## src/rtl/stepclk_pkg.sv

```systemverilog
// Package: shared types for the granted-step clock source.
// Assumes: time quantities are unsigned and all share one width.
package stepclk_pkg;
    // Level of the emulated clock, which also names the phase in progress.
    typedef enum logic {
        LVL_LOW  = 1'b0,
        LVL_HIGH = 1'b1
    } level_e;
endpackage

```

## src/rtl/stepclk_match.sv

```systemverilog
// Module: stepclk_match
// Does: flags a grant when the offered step equals the pending request.
// Assumes: both operands are the same width and are compared in full.
module stepclk_match #(
    parameter int W = 32
) (
    input  logic [W-1:0] req_i,
    input  logic [W-1:0] step_i,
    output logic         hit_o
);
    // Equality over the full width: no partial grants.
    always_comb begin
        hit_o = (req_i == step_i);
    end
endmodule

```

## src/rtl/stepclk_level.sv

```systemverilog
// Module: stepclk_level
// Does: holds the last clock level and flips it combinationally on a grant.
// Assumes: synchronous active-low reset, and the reset level is low.
module stepclk_level
    import stepclk_pkg::*;
(
    input  logic   clk,
    input  logic   rst_n,
    input  logic   hit_i,
    output level_e prev_o,
    output logic   lvl_o
);
    level_e prev_q;

    // Output level: the stored level, inverted in a grant cycle.
    always_comb begin
        lvl_o = hit_i ? ~prev_q : prev_q;
    end

    // Capture the output level at every edge.
    always_ff @(posedge clk) begin
        if (!rst_n) prev_q <= LVL_LOW;
        else        prev_q <= level_e'(lvl_o);
    end

    assign prev_o = prev_q;
endmodule

```

## src/rtl/stepclk_req.sv

```systemverilog
// Module: stepclk_req
// Does: keeps the pending request, reloading a phase duration on a grant and
//       counting down by the granted step otherwise.
// Assumes: wrap on underflow is acceptable; durations are sampled at a grant.
module stepclk_req
    import stepclk_pkg::*;
#(
    parameter int           W        = 32,
    parameter logic [W-1:0] INIT_REQ = '0
) (
    input  logic         clk,
    input  logic         rst_n,
    input  logic         hit_i,
    input  level_e       prev_i,
    input  logic [W-1:0] step_i,
    input  logic [W-1:0] dur_high_i,
    input  logic [W-1:0] dur_low_i,
    output logic [W-1:0] req_o
);
    logic [W-1:0] req_q;
    logic [W-1:0] reload;
    logic [W-1:0] remain;
    logic [W-1:0] req_d;

    // Duration of the phase that begins at a flip.
    always_comb begin
        reload = (prev_i == LVL_HIGH) ? dur_low_i : dur_high_i;
    end

    // Remaining request after a step that is not a grant; truncated to W bits.
    always_comb begin
        remain = req_q - step_i;
    end

    // Next request: reload on a grant, otherwise count down.
    always_comb begin
        req_d = hit_i ? reload : remain;
    end

    // Request register with reset to the initial delay.
    always_ff @(posedge clk) begin
        if (!rst_n) req_q <= INIT_REQ;
        else        req_q <= req_d;
    end

    assign req_o = req_q;
endmodule

```

## src/rtl/stepclk_gen.sv

```systemverilog
// Module: stepclk_gen (top)
// Does: emulated clock whose level flips only when the emulator grants
//       exactly the pending request.
// Assumes: one granted step per clk cycle, and the granter reads req_out.
module stepclk_gen
    import stepclk_pkg::*;
#(
    parameter int           W        = 32,
    parameter logic [W-1:0] INIT_REQ = '0
) (
    input  logic         clk,
    input  logic         rst_n,
    input  logic [W-1:0] step_in,
    input  logic [W-1:0] dur_high,
    input  logic [W-1:0] dur_low,
    output logic [W-1:0] req_out,
    output logic         clk_out
);
    logic   hit;
    level_e prev_lvl;
    logic [W-1:0] req_cur;

    stepclk_match #(.W(W)) u_match (
        .req_i  (req_cur),
        .step_i (step_in),
        .hit_o  (hit)
    );

    stepclk_level u_level (
        .clk    (clk),
        .rst_n  (rst_n),
        .hit_i  (hit),
        .prev_o (prev_lvl),
        .lvl_o  (clk_out)
    );

    stepclk_req #(.W(W), .INIT_REQ(INIT_REQ)) u_req (
        .clk        (clk),
        .rst_n      (rst_n),
        .hit_i      (hit),
        .prev_i     (prev_lvl),
        .step_i     (step_in),
        .dur_high_i (dur_high),
        .dur_low_i  (dur_low),
        .req_o      (req_cur)
    );

    assign req_out = req_cur;
endmodule

```

## config.mk

```make
export PLATFORM = sky130hd
export DESIGN_NAME = stepclk_gen
export DESIGN_NICKNAME = d
export VERILOG_FILES = /design/src/rtl/stepclk_pkg.sv /design/src/rtl/stepclk_match.sv /design/src/rtl/stepclk_level.sv /design/src/rtl/stepclk_req.sv /design/src/rtl/stepclk_gen.sv
export SDC_FILE = /design/constraint.sdc
export NUM_CORES = 1
export LEC_CHECK = 0
export BUFFER_PORTS_ARGS = -buffer_cell sky130_fd_sc_hd__buf_2
export CAP_MARGIN = 5
export CORE_UTILIZATION = 46
export CTS_BUF_LIST = sky130_fd_sc_hd__clkbuf_16
export DETAILED_ROUTE_END_ITERATION = 10
export GPL_ROUTABILITY_DRIVEN = 0
export GPL_TIMING_DRIVEN = 0
export PLACE_DENSITY = 0.77
export RECOVER_POWER = 100
export SLEW_MARGIN = 40
export SYNTH_ARGS = -nofsm -noshare
export SYNTH_HDL_FRONTEND = slang
export SYNTH_SLANG_ARGS = --single-unit
```

## constraint.sdc

```tcl
create_clock -name clk -period 2.6 [get_ports clk]
set_clock_uncertainty 0.1 [all_clocks]
set_input_delay 0 -clock clk [delete_from_list [all_inputs] [get_ports clk]]
set_output_delay 0 -clock clk [all_outputs]
set_load 0.02 [all_outputs]
```

Yosys cells after proc, flatten, opt, wreduce, memory -nomap -nowiden
Index checks and enable logic that the tools add are counted.
Widths: inputs -> output; s select.
{"block": "totals", "ff_bits": 33, "in_bits": 98, "elab_cells": 8}
{"block": "classes", "add_sub_neg": 1, "n_eq_ne": 1, "muxes": 3, "n_bitwise": 1}
{"op": "$mux 32", "count": 2}
{"op": "$eq 32x32->1", "count": 1}
{"op": "$sub 32x32->32", "count": 1}
{"op": "$mux 1", "count": 1}
{"op": "$not 1->1", "count": 1}

Logic depth before layout (Yosys ltp)
{"block": "depth", "word_depth": 2, "depth_mapped": 11, "mapped_depth_nobuf": 10}

Cells and area by module
A second synthesis with hierarchy kept.
{"block": "hier_totals", "hier_cells": 463, "area_unflattened_um2": 3622.2}
{"mod": "stepclk_req", "instances": 1, "cells_per_inst": 417, "area_per_inst_um2": 3240.6, "seq_area_each_um2": 640.6}
{"mod": "stepclk_match", "instances": 1, "cells_per_inst": 43, "area_per_inst_um2": 346.6, "seq_area_each_um2": 0.0}
{"mod": "stepclk_level", "instances": 1, "cells_per_inst": 3, "area_per_inst_um2": 35.0, "seq_area_each_um2": 20.0}

Worst setup path after synthesis
Ideal clock, no wire load.
{"block": "synth_timing", "path_kind": "register to register", "startpoint": "register u_req.req_q[0], in the netlist u_req.req_o[0]", "endpoint": "register u_req.req_q[30], in the netlist u_req.req_o[30]", "setup_ps": 127, "arrival_time_ps": 2680, "required_ps": 2373, "slack_ps": -307, "path_stages_with_launch": 11, "n_path_buf": 0, "path_cell_list": "dfxtp_1 > inv_1 > ha_1 > fa_1 > and2b_2 > o21bai_4 > a2111o_1 > a31oi_4 > a311oi_4 > o221ai_2 > or3b_1"}
{"block": "synth_via", "elab_chain_cells": 2}
{"item": "start: declaration", "line": "stepclk_req.sv:20", "text": "logic [W-1:0] req_q;"}
{"item": "start signal: assignment", "line": "stepclk_req.sv:43", "text": "else req_q <= req_d;"}
{"item": "$sub 32x32->32 or $eq 32x32->1 (tied branches)", "line": "stepclk_req.sv:32, stepclk_match.sv:13"}
{"item": "$mux 32 (*)", "line": "stepclk_req.sv:37", "text": "req_d = hit_i ? reload : remain;"}
Every way passes the cells marked *; elsewhere a longest branch is shown, timed or not.
A chain may end at the register's enable or synchronous reset.

Worst setup path in the final report
Same ends and word-level chain as after synthesis.

==> metrics.yaml <==
gr-total-overflow: 0
slowest_delay_ns: 0.47
synth-seq-cells: 33
grt_pass1_vias: 3927
violations: "hold timing, setup timing"
setup_viol: 4
drt-vias-per-instance: 5.709
dpl.hpwl_mm: 8.476
cellLeakagePower_nw: 2.366
io_pins: 131
drive_gt1_share_pct: 30.03
drtAntennaViolNets: 0
pwr-share-seq_pct: 17.9
rrSetupSlack_ns: -0.21
layout.nets: 765
r2r_start: "u_req.req_o[0]"
maxCapViolCount: 0
wl_mm: 11.66
finalHoldViolCount: 3
cp.required_ns: 2.66
clock-sinks: 33
start_util_pct: 48.74
clock_tree.buffer_depth: 2
drtIter0Drc: 317
max_freq_mhz: 355.9
clk_pin_slew_worst_paths_ns: 0.06
timing.final.crit_share_pct: 108.1
drc: 0
power_density_mw_per_mm2: 957.2
synth_fp_nets: 603
worst_slew_pin_slew_ns: 0.7799
synth-async-reset-ratio_pct: 0
synth-seq-area-share_pct: 18.30
grt_max_degree: 11
vdd_drop_max_v: 0.0005401
post_drt_wl_per_cell_um: 15.86
reg2regPathDepth: 10
design_area_mm2: 0.004941
cp_slowest_cell: "a2111o_1"
dieWidth_um: 90.60
dpl_cell_area_mm2: 0.004388
clock_latency_ns: 0.28
core_area_mm2: 0.007408
synth_area_leaders: "dfxtp_1, ha_1, mux2i_1"
area_delta_synth_final_pct: 36.83
die_h_um: 90.60
antenna_found_initial: 0
hold_class: "in2reg"
critPathKind: "reg2reg"
period_needed_ns: 2.810
p_sw_w: 0.002306
dr_total_vias: 4196
dp_slack_ns: -0.3993
synthFlopType: "dfxtp_1"
dr.pass1.iters: 5
synth_area_mm2: 0.003611
avgSynthCellArea_um2: 7.634
max_slew_margin_pct: 47.83
grt_pass1_wl_mm: 18.13
swShare_pct: 48.77
power_frac_comb_pct: 69.7
synth-edff-count: 0
yosysWarnings: 0
ctsRootBufferMaster: "clkbuf_16"
min_from: "dur_high[25]"
holdWs_ns: -0.01068
path_max_fanout: 4
crit_family: "compound AO/OA/AOI/OAI gates"
dpl.cell_count: 701
netlist.area_leader.share_pct: 18.30
p_clk_share_pct: 12.3
path_cells: "inv_4 > ha_4 > fa_2 > and2b_2 > o21bai_4 > a2111o_1 > a31oi_4 > a311oi_4 > o221ai_2 > or3b_1"
intPower_w: 0.002423
synth_top_area_cell: "dfxtp_1"
fillers: 626
arrival_ns: 2.87
final_max_slew_viol_count: 0
crit_buf_inv: 1
numCtsBuffers: 5
antenna-diode-count: 0
portBuffers: 129
whs_path_depth: 3
synth_cells: 473
globalRouteTotalUtil_pct: 27.10
rows: 31
cts_max_level: 2
fin_cells: 735
worst_slack_ns: -0.2095
die-area_mm2: 0.008208
cts_tree: "built"
ys_types: 60
p_total_w: 0.004729
rsz0062_at_grt: "true"
reg2reg_to: "u_req.req_o[30]"
startpoint_type: "flop"
hold_end: "u_req.req_o[25]"
crit_path_end_kind: "flop"
outcome: "finished, violations left"
kinds of logic (layout without fill, tap and decap cells):
group | after synthesis | after routing | share of synthesized area, %
AOI/OAI and AO/OA | 140 | 140 | 27.03
xor gates and xnor gates | 22 | 22 | 5.336
adders and majority gates | 32 | 32 | 11.30
buffers and inverters | 74 | 237 | 8.593
DFF | 33 | 33 | 18.30
muxes | 34 | 34 | 9.875
and+or+nand+nor | 138 | 138 | 19.58
worst max-delay path by stage:
stage | from | to | slack, ns | cells past startpoint
floorplan | u_req.req_o[0] | u_req.req_o[30] | -0.1 | 10
global placement | u_req.req_o[10] | u_req.req_o[15] | -0.31 | 9
detailed placement | u_req.req_o[10] | u_req.req_o[8] | -0.40 | 9
CTS | u_req.req_o[0] | u_req.req_o[30] | -0.18 | 10
global route | u_req.req_o[0] | u_req.req_o[30] | -0.24 | 10
finish | u_req.req_o[0] | u_req.req_o[30] | -0.21 | 10
power groups by stage:
stage / logic (W) / registers, W / clock network (W)
6_report: 0.00330 / 0.000849 / 0.000582
5_1_grt: 0.00360 / 0.000874 / 0.000606
4_1_cts: 0.00310 / 0.000836 / 0.000579
3_5_place_dp: 0.00299 / 0.000845 / 0
3_3_place_gp: 0.00293 / 0.000840 / 0
2_1_floorplan: 0.00202 / 0.00110 / 0
worst min-delay path: stages:
cell and delay [ns]:
buf_2 0.09, mux2i_1 0.12, a2111oi_0 0.11
layer usage:
| layer | global-route usage (%) | share of wire [%] | up-vias |
|---|---|---|---|
| li1 | - | - | 2036 |
| met1 | 35.27 | 43 | 1906 |
| met2 | 46.02 | 47 | 224 |
| met3 | 4.461 | 7.6 | 30 |
| met4 | 7.258 | 2.5 | 0 |
| met5 | 0 | 0 | - |
what timing repair did:
action / in CTS / in global routing
resized for setup: 13 / 33
hold endpoints to repair: 11 / 0
pin swaps: 4 / 5
buffers inserted: 6 / 6
hold buffers: 21 / 0
setup endpoints to repair: 28 / 27
cells in the mapped netlist, types with 3 or more instances:
cell and number:
clkbuf_1 18, a21oi_1 41, nor2_1 35, o21ai_0 24, nor3_1 12, o21a_1 6, buf_2 9, mux2i_1 21
nand4_1 14, a21o_1 11, xnor2_1 16, ha_1 31, o211a_1 6, buf_4 5, o21bai_1 4, a31oi_1 5
nand3_1 16, o211ai_1 3, nand2_1 33, dfxtp_1 33, xor2_1 6, inv_1 40, mux2_2 13, and3_1 6
a2111oi_0 3, nor2b_1 6, a211oi_1 16
registers in the layout (all words and copies together), names as in the netlist:
register / cells
u_level.prev_o: 1
u_req.req_o: 32
placed cells by master (no fill, tap or decap), types with 5 or more instances in the layout:
| cell type | n |
|---|---|
| nand4_1 | 14 |
| dlygate4sd3_1 | 21 |
| buf_2 | 113 |
| dfxtp_1 | 32 |
| mux2i_1 | 21 |
| nor2_1 | 34 |
| a21o_1 | 11 |
| mux2_2 | 13 |
| a211oi_1 | 13 |
| clkbuf_1 | 30 |
| xnor2_1 | 15 |
| nand3_1 | 14 |
| a31oi_1 | 5 |
| o21a_1 | 6 |
| o211a_1 | 6 |
| inv_1 | 41 |
| nand2_1 | 33 |
| nor2b_1 | 6 |
| and3_1 | 6 |
| ha_1 | 23 |
| nor3_1 | 11 |
| buf_4 | 16 |
| xor2_1 | 6 |
| clkbuf_16 | 5 |
| a21oi_1 | 38 |
| o21ai_0 | 21 |
through the flow:
stage | TNS (ns) | utilization (%)
after global routing | -0.7352 | 66.69
after detailed placement | -4.502 | 59.23
after global placement | -3.006 | 59.21
after floorplan | -0.1000 | -
after CTS | -0.2634 | 64.94
final | -0.4207 | 66.69
layout make-up:
type	count	area [µm²]	share of cell area [%]
Buffer	27	147.6	2.988
Clock buffer	5	125.1	2.532
Clock inverter	3	11.26	0.2279
Inverter	40	152.6	3.089
Multi-Input combinational cell	366	2794	56.55
Sequential cell	33	664.4	13.45
Tap cell	99	123.9	2.507
Timing Repair Buffer	162	922.1	18.66
No activity file was read; power rests on OpenSTA's default activity.
